**config.mk**
```make
export PLATFORM = sky130hd
export DESIGN_NAME = xlt_translator
export DESIGN_NICKNAME = d
export VERILOG_FILES = /design/src/rtl/xlt_pkg.sv /design/src/rtl/xlt_shadow.sv /design/src/rtl/xlt_utlb.sv /design/src/rtl/xlt_walker.sv /design/src/rtl/xlt_translator.sv
export SDC_FILE = /design/constraint.sdc
export NUM_CORES = 2
export LEC_CHECK = 0
export CAP_MARGIN = 0
export CELL_PAD_IN_SITES_DETAIL_PLACEMENT = 2
export CELL_PAD_IN_SITES_GLOBAL_PLACEMENT = 2
export CORE_MARGIN = 4
export CORE_UTILIZATION = 44
export DETAILED_ROUTE_END_ITERATION = 16
export DONT_BUFFER_PORTS = 1
export MAX_ROUTING_LAYER = met4
export PLACE_DENSITY_LB_ADDON = 0.1
export SLEW_MARGIN = 20
export SYNTH_ARGS = -nofsm -noshare
export SYNTH_HDL_FRONTEND = slang
export SYNTH_SLANG_ARGS = --single-unit
```
**constraint.sdc**
```tcl
create_clock -name clk -period 5.26 [get_ports clk]
set_input_delay 0.789 -clock clk [delete_from_list [all_inputs] [get_ports clk]]
set_output_delay 0.789 -clock clk [all_outputs]
set_load 0.01 [all_outputs]
```
**src/rtl/xlt_pkg.sv**
```systemverilog
package xlt_pkg;
    localparam int ADDR_W = 32;
    localparam int OFF_W  = 12;
    localparam int PAGE_W = ADDR_W - OFF_W;

    localparam logic SIDE_I = 1'b0;
    localparam logic SIDE_D = 1'b1;

    typedef logic [PAGE_W-1:0] page_t;

    typedef struct packed {
        logic  vld;
        page_t vpn;
        page_t rpn;
    } tlb_ent_t;

    typedef enum logic [1:0] {
        ST_IDLE = 2'd0,
        ST_LOOK = 2'd1,
        ST_RESP = 2'd2
    } walk_st_e;
endpackage

```
**src/rtl/xlt_shadow.sv**
```systemverilog
module xlt_shadow
    import xlt_pkg::*;
#(
    parameter int N = 4
) (
    input  logic  clk,
    input  logic  rst_n,
    input  logic  flush,
    input  page_t lk_vpn,
    input  logic  touch,
    output logic  lk_hit,
    output page_t lk_rpn,
    input  logic  fill,
    input  page_t fill_vpn,
    input  page_t fill_rpn
);
    localparam int AW = (N > 1) ? $clog2(N) : 1;

    tlb_ent_t       ent [N];
    logic [AW-1:0]  age [N];
    logic [N-1:0]   hit_vec;
    logic [N-1:0]   vld_vec;
    logic [AW-1:0]  hit_idx;
    logic [AW-1:0]  vic_idx;
    logic [AW-1:0]  use_idx;
    logic           do_use;

    for (genvar k = 0; k < N; k++) begin : g_cmp
        assign hit_vec[k] = ent[k].vld && (ent[k].vpn == lk_vpn);
        assign vld_vec[k] = ent[k].vld;
    end

    always_comb begin
        lk_rpn  = '0;
        hit_idx = '0;
        for (int k = 0; k < N; k++) begin
            if (hit_vec[k]) begin
                lk_rpn  = ent[k].rpn;
                hit_idx = AW'(k);
            end
        end
    end
    assign lk_hit = |hit_vec;

    // victim: lowest invalid entry, else the oldest one
    always_comb begin
        vic_idx = '0;
        for (int k = 0; k < N; k++) begin
            if (age[k] == AW'(N - 1)) vic_idx = AW'(k);
        end
        for (int k = N - 1; k >= 0; k--) begin
            if (!ent[k].vld) vic_idx = AW'(k);
        end
    end

    assign do_use  = fill | (touch & lk_hit);
    assign use_idx = fill ? vic_idx : hit_idx;

    always_ff @(posedge clk) begin
        if (!rst_n || flush) begin
            for (int k = 0; k < N; k++) begin
                ent[k] <= '0;
                age[k] <= AW'(k);
            end
        end else begin
            for (int k = 0; k < N; k++) begin
                if (fill && (AW'(k) == vic_idx)) begin
                    ent[k] <= '{vld: 1'b1, vpn: fill_vpn, rpn: fill_rpn};
                end
                if (do_use) begin
                    if (AW'(k) == use_idx)         age[k] <= '0;
                    else if (age[k] < age[use_idx]) age[k] <= age[k] + 1'b1;
                end
            end
        end
    end

    logic [N-1:0] age_seen;
    always_comb begin
        age_seen = '0;
        for (int k = 0; k < N; k++) age_seen[age[k]] = 1'b1;
    end


    lru_perm_chk: assert property (@(posedge clk) disable iff (!rst_n)
        $countones(age_seen) == N);


    single_hit_chk: assert property (@(posedge clk) disable iff (!rst_n)
        $onehot0(hit_vec));


    flush_empty_chk: assert property (@(posedge clk) disable iff (!rst_n)
        flush |=> (vld_vec == '0));
endmodule

```
**src/rtl/xlt_utlb.sv**
```systemverilog
module xlt_utlb
    import xlt_pkg::*;
#(
    parameter int N  = 16,
    parameter int IW = (N > 1) ? $clog2(N) : 1
) (
    input  logic          clk,
    input  logic          rst_n,
    input  logic          wr_en,
    input  logic [IW-1:0] wr_idx,
    input  logic          wr_vld,
    input  page_t         wr_vpn,
    input  page_t         wr_rpn,
    input  page_t         lk_vpn,
    output logic          lk_hit,
    output page_t         lk_rpn
);
    tlb_ent_t     ent [N];
    logic [N-1:0] match;

    for (genvar k = 0; k < N; k++) begin : g_cmp
        assign match[k] = ent[k].vld && (ent[k].vpn == lk_vpn);
    end

    // lowest matching index wins
    always_comb begin
        lk_rpn = '0;
        for (int k = N - 1; k >= 0; k--) begin
            if (match[k]) lk_rpn = ent[k].rpn;
        end
    end
    assign lk_hit = |match;

    always_ff @(posedge clk) begin
        if (!rst_n) begin
            for (int k = 0; k < N; k++) ent[k] <= '0;
        end else if (wr_en) begin
            for (int k = 0; k < N; k++) begin
                if (IW'(k) == wr_idx) begin
                    ent[k] <= '{vld: wr_vld, vpn: wr_vpn, rpn: wr_rpn};
                end
            end
        end
    end


    wr_land_chk: assert property (@(posedge clk) disable iff (!rst_n)
        wr_en |=> (ent[$past(wr_idx)].vld == $past(wr_vld))
               && (ent[$past(wr_idx)].rpn == $past(wr_rpn)));
endmodule

```
**src/rtl/xlt_walker.sv**
```systemverilog
module xlt_walker
    import xlt_pkg::*;
(
    input  logic       clk,
    input  logic       rst_n,
    input  logic       flush,
    input  logic [1:0] need,
    input  page_t      vpn_in [2],
    output page_t      ut_vpn,
    input  logic       ut_hit,
    input  page_t      ut_rpn,
    output logic [1:0] busy,
    output logic [1:0] done,
    output logic [1:0] miss,
    output logic [1:0] fill,
    output page_t      rsp_rpn,
    output page_t      fill_vpn
);
    walk_st_e st_q, st_nx;
    logic     side_q;
    page_t    vpn_q;
    page_t    rpn_q;
    logic     hit_q;
    logic     stale_q;

    always_ff @(posedge clk) begin
        if (!rst_n) st_q <= ST_IDLE;
        else        st_q <= st_nx;
    end

    always_comb begin
        st_nx = st_q;
        unique case (st_q)
            ST_IDLE: if (|need) st_nx = ST_LOOK;
            ST_LOOK: st_nx = ST_RESP;
            ST_RESP: st_nx = ST_IDLE;
            default: st_nx = ST_IDLE;
        endcase
    end

    always_ff @(posedge clk) begin
        if (!rst_n) begin
            side_q  <= SIDE_I;
            vpn_q   <= '0;
            rpn_q   <= '0;
            hit_q   <= 1'b0;
            stale_q <= 1'b0;
        end else begin
            unique case (st_q)
                ST_IDLE: begin
                    side_q  <= need[SIDE_D] ? SIDE_D : SIDE_I;
                    vpn_q   <= need[SIDE_D] ? vpn_in[SIDE_D] : vpn_in[SIDE_I];
                    stale_q <= 1'b0;
                end
                ST_LOOK: begin
                    hit_q   <= ut_hit;
                    rpn_q   <= ut_rpn;
                    stale_q <= flush;
                end
                ST_RESP: ;
                default: ;
            endcase
        end
    end

    always_comb begin
        busy = '0;
        done = '0;
        miss = '0;
        fill = '0;
        unique case (st_q)
            ST_IDLE: ;
            ST_LOOK: busy[side_q] = 1'b1;
            ST_RESP: begin
                busy[side_q] = 1'b1;
                done[side_q] = hit_q;
                miss[side_q] = ~hit_q;
                fill[side_q] = hit_q & ~stale_q & ~flush;
            end
            default: ;
        endcase
    end

    assign ut_vpn   = vpn_q;
    assign rsp_rpn  = rpn_q;
    assign fill_vpn = vpn_q;


    look_resp_chk: assert property (@(posedge clk) disable iff (!rst_n)
        (st_q == ST_LOOK) |=> (st_q == ST_RESP));


    resp_idle_chk: assert property (@(posedge clk) disable iff (!rst_n)
        (st_q == ST_RESP) |=> (st_q == ST_IDLE));


    data_first_chk: assert property (@(posedge clk) disable iff (!rst_n)
        (st_q == ST_IDLE && need[SIDE_D]) |=> (side_q == SIDE_D && vpn_q == $past(vpn_in[SIDE_D])));


    resp_excl_chk: assert property (@(posedge clk) disable iff (!rst_n)
        (done & miss) == 2'b00);
endmodule

```
**src/rtl/xlt_translator.sv**
```systemverilog
module xlt_translator
    import xlt_pkg::*;
#(
    parameter int SH_ENTRIES = 4,
    parameter int UT_ENTRIES = 16,
    parameter int UT_IW      = (UT_ENTRIES > 1) ? $clog2(UT_ENTRIES) : 1
) (
    input  logic              clk,
    input  logic              rst_n,
    input  logic              vm_en,
    input  logic              i_req_valid,
    input  logic [ADDR_W-1:0] i_req_ea,
    output logic              i_rsp_done,
    output logic              i_rsp_miss,
    output logic [ADDR_W-1:0] i_rsp_ra,
    input  logic              d_req_valid,
    input  logic [ADDR_W-1:0] d_req_ea,
    output logic              d_rsp_done,
    output logic              d_rsp_miss,
    output logic [ADDR_W-1:0] d_rsp_ra,
    input  logic              tw_en,
    input  logic [UT_IW-1:0]  tw_idx,
    input  logic              tw_valid,
    input  logic [PAGE_W-1:0] tw_vpn,
    input  logic [PAGE_W-1:0] tw_rpn
);
    logic              vm_q;
    logic              flush;
    logic [1:0]        req_v;
    logic [ADDR_W-1:0] req_ea  [2];
    page_t             req_vpn [2];
    page_t             sh_rpn  [2];
    logic [ADDR_W-1:0] rsp_ra  [2];
    logic [1:0]        sh_hit, need, busy, w_done, w_miss, fill;
    logic [1:0]        rsp_done, rsp_miss;
    page_t             ut_vpn, ut_rpn, w_rpn, fill_vpn;
    logic              ut_hit;

    always_ff @(posedge clk) begin
        if (!rst_n) vm_q <= 1'b0;
        else        vm_q <= vm_en;
    end
    assign flush = tw_en | (vm_en != vm_q);

    assign req_v          = {d_req_valid, i_req_valid};
    assign req_ea[SIDE_I] = i_req_ea;
    assign req_ea[SIDE_D] = d_req_ea;

    for (genvar s = 0; s < 2; s++) begin : g_side
        assign req_vpn[s] = req_ea[s][ADDR_W-1:OFF_W];

        xlt_shadow #(.N(SH_ENTRIES)) u_shadow (
            .clk      (clk),
            .rst_n    (rst_n),
            .flush    (flush),
            .lk_vpn   (req_vpn[s]),
            .touch    (req_v[s] & vm_en & ~busy[s]),
            .lk_hit   (sh_hit[s]),
            .lk_rpn   (sh_rpn[s]),
            .fill     (fill[s]),
            .fill_vpn (fill_vpn),
            .fill_rpn (w_rpn)
        );

        assign need[s]     = req_v[s] & vm_en & ~sh_hit[s] & ~busy[s];
        assign rsp_done[s] = req_v[s] & (busy[s] ? w_done[s] : (~vm_en | sh_hit[s]));
        assign rsp_miss[s] = req_v[s] & busy[s] & w_miss[s];
        assign rsp_ra[s]   = busy[s] ? {w_rpn, req_ea[s][OFF_W-1:0]}
                           : (vm_en ? {sh_rpn[s], req_ea[s][OFF_W-1:0]} : req_ea[s]);
    end

    xlt_utlb #(.N(UT_ENTRIES), .IW(UT_IW)) u_utlb (
        .clk    (clk),
        .rst_n  (rst_n),
        .wr_en  (tw_en),
        .wr_idx (tw_idx),
        .wr_vld (tw_valid),
        .wr_vpn (tw_vpn),
        .wr_rpn (tw_rpn),
        .lk_vpn (ut_vpn),
        .lk_hit (ut_hit),
        .lk_rpn (ut_rpn)
    );

    xlt_walker u_walker (
        .clk      (clk),
        .rst_n    (rst_n),
        .flush    (flush),
        .need     (need),
        .vpn_in   (req_vpn),
        .ut_vpn   (ut_vpn),
        .ut_hit   (ut_hit),
        .ut_rpn   (ut_rpn),
        .busy     (busy),
        .done     (w_done),
        .miss     (w_miss),
        .fill     (fill),
        .rsp_rpn  (w_rpn),
        .fill_vpn (fill_vpn)
    );

    assign i_rsp_done = rsp_done[SIDE_I];
    assign i_rsp_miss = rsp_miss[SIDE_I];
    assign i_rsp_ra   = rsp_ra[SIDE_I];
    assign d_rsp_done = rsp_done[SIDE_D];
    assign d_rsp_miss = rsp_miss[SIDE_D];
    assign d_rsp_ra   = rsp_ra[SIDE_D];


    pass_offset_chk: assert property (@(posedge clk) disable iff (!rst_n)
        (i_rsp_done | i_rsp_miss) |-> (i_rsp_ra[OFF_W-1:0] == i_req_ea[OFF_W-1:0]));


    miss_held_chk: assert property (@(posedge clk) disable iff (!rst_n)
        (busy[SIDE_D] && d_req_valid) |=> (!busy[SIDE_D] || $stable(d_req_ea)));
endmodule

```
==> results.cfg <==
[logic_synthesis]
ys.flop_type = edfxtp_1
synthArstFlopShare_pct = 0
synth_area_per_cell_um2 = 12.0
syn_nets = 4204
synth_cell_types = 83
synth_most_common_cell = edfxtp_1
ys_ff_latch = 1046
synth_area_leaders = edfxtp_1 61%, xnor2_1 6.2%, nor2_1 3.9%
synth_warnings = 0
synth_edf_count = 994
synth_common_cells = 994 x edfxtp_1, 506 x nor2_1, 345 x xnor2_1
netlist_instances = 4072
ys_seq_area_share_pct = 63.1
syn-cell-area_mm2 = 0.0490
synth_top_area_share_pct = 61.0
post-synth-top-area-cell = edfxtp_1

[worst_setup_path]
cp.arrival_ns = 4.00
crit_fanout = 20
critPathMaxStageDelay_ns = 0.70
cp.required_ns = 4.47
rrSetupSlack_ns = 0.83
critical_path_class = register to output port
path_cells = xnor2_1 > nand4_1 > nor4_2 > a22oi_1 > nor2_1 > buf_4 > a221o_1 > o21ai_0 > o21ai_0 > buf_4
timing.rr.end = g_side[1].u_shadow.age[1][0]$_SDFFCE_PN1P_
cp-end-kind = output port
slowest_stage = nor4_2
r2r_start = g_side[1].u_shadow.age[3][0]$_DFFE_PP_
cpLargestDelayFamily = simple AND/OR/NAND/NOR gates
critPathBufInv = 2
startpoint_type = register
rr_worst_depth = 13

[power_and_ir_drop]
p_total_mw = 20.2
vdd_drop_max_mv = 0.274
power_density_mw_per_mm2 = 371
p_leak_nw = 19.6

[timing]
min_period_ns = 4.79
slew-limit-headroom_pct = 21.4
fmax_ghz = 0.209
maxSlewViolCount = 0
hold_ws_ns = 0.207
setup_viol = 0
setup_ws_ns = 0.473
worst_pin_slew_ns = 1.18
rsz0062_at_grt = no
finalHoldViolations = 0
fin_skew_ns = 0.0175
min_period_over_period_pct = 91.0
setup_tns_ns = 0

[hold_path]
whs_endpoint = vm_q$_SDFF_PN0_
min_path_type = primary input to register
worstHoldPathCells = 1
min_from = rst_n

[place]
port_buffers = 0
preCtsSetupSlack_ns = 0.836
dp_hpwl_um = 119000
placed_cell_area_mm2 = 0.0507
placed_cells = 5340
place_congestion = 0.893

[floorplan]
fp.dieArea_mm2 = 0.117
fp.coreArea_mm2 = 0.111
die_width_um = 342
die_y_um = 342
io_pins = 183
row_count = 122
initial_core_util_pct = 44.3

[final_layout]
final.fill_count = 10800
area_delta_synth_final_pct = 11.2
layout-drive-gt1-share_pct = 11.3
fin_util_pct = 49.3
seq_area_mm2 = 0.0309
final_area_mm2 = 0.0545
multi_input_area_mm2 = 0.0163
nNetsFinal = 4102
instances_no_fill = 5558

[detailed_routing]
drt_iter0_markers = 3124
drc = 0
vias = 33900
routed_wl_um = 185000
via_per_inst = 6.10
postRouteAntennaNets = 0
first_pass_iters = 5
wire_per_inst_um = 33.3

[clock_tree]
numCtsBuffers = 116
htree_levels = 3
path_clk_slew_ns = 0.06
post_cts_resized = 0
root_buffer = clkbuf_16
clock_latency_ns = 0.72
post-cts-setup-buffers = 0
cts_num_sinks = 1046
cts_buffer_depth = 3
cts_tree = yes
postCtsHoldBufs = 0

[run_status]
status = complete, no violations

[global_route]
grt_max_degree = 88
grt_pass1_vias = 36900
grt_first_pass_wirelength_um = 266000
grt_usage_pct = 32.2
grt_antenna_before_repair = 7
grt_overflow = 0

[run]
cap_violations = 0
[cells in the final DEF (no fill, tap or decap), drive strengths merged, types with 13 or more instances in the layout]
master and instances:
nand2 202, xnor2 348, a221oi 19, edfxtp 994, a21oi 155, and2 268
xor2 133, mux2i 41, buf 167, and3 131, a31oi 45, or2 13
inv 88, nor4 60, o2111ai 19, o21ai 144, o221ai 35, mux2 40
clkbuf 146, nor2 509, bufinv 13, dfxtp 52, nor3 17, a211oi 25
nor3b 27, nand3 63, a22oi 25, nand4 94, clkinv 50, a221o 23
nor2b 14, ha 17
[cells by family after synthesis]
logic type | count (synthesis) | synth area share, %
simple gates | 1437 | 14.9
xor+xnor | 481 | 8.65
buf+inv | 471 | 4.14
mux | 81 | 1.76
compound gates | 539 | 7.05
flops | 1046 | 63.1
fa+ha+maj | 17 | 0.434
[cell type report]
class,count,area share (%)
timing repair buffer,167,2.35
multi-input combinational,2555,29.9
inverter,84,0.579
antenna,4,0.0184
sequential,1046,56.8
tap,1488,3.42
clock buffer,146,5.61
clock inverter,68,1.32
[where the power goes]
| part | internal, mW | switching, mW | total (mW) |
|---|---|---|---|
| clock | 4.75 | 3.53 | 8.28 |
| sequential | 9.65 | 0.372 | 10.0 |
| combinational | 0.617 | 1.30 | 1.92 |
| total | 15.0 | 5.20 | 20.2 |
[worst max path at each step]
stage,start,cells past startpoint,end
3_3_place_gp,d_req_ea[18],10,d_rsp_ra[15]
3_5_place_dp,d_req_ea[18],10,d_rsp_ra[15]
2_1_floorplan,tw_idx[0],4,u_utlb.ent[3][41]$_DFFE_PP_
4_1_cts,g_side[0].u_shadow.ent[1][24]$_DFFE_PP_,10,i_rsp_ra[17]
5_1_grt,g_side[1].u_shadow.ent[1][26]$_DFFE_PP_,10,d_rsp_ra[15]
6_report,g_side[1].u_shadow.ent[1][26]$_DFFE_PP_,10,d_rsp_ra[15]
[flip-flops by register name, summed over array words and instances (netlist names)]
register             cells
u_utlb.ent             656
g_side.u_shadow.ent    328
u_walker.fill_vpn       20
u_walker.rsp_rpn        20
g_side.u_shadow.age     16
u_walker.st_q            2
u_walker.hit_q           1
u_walker.side_q          1
u_walker.stale_q         1
vm_q                     1
[metal layers]
layer | share of wire, % | track usage (%) | wire (um) | vias to the layer above
li1 | - | - | - | 14300
met5 | 0 | - | 0 | -
met2 | 51 | 56.1 | 95300 | 1137
met4 | 3.3 | 9.63 | 6170 | 0
met1 | 40 | 39.2 | 74300 | 18200
met3 | 5.2 | 4.30 | 9620 | 317
Note: power is estimated with default switching activity, not from simulation.
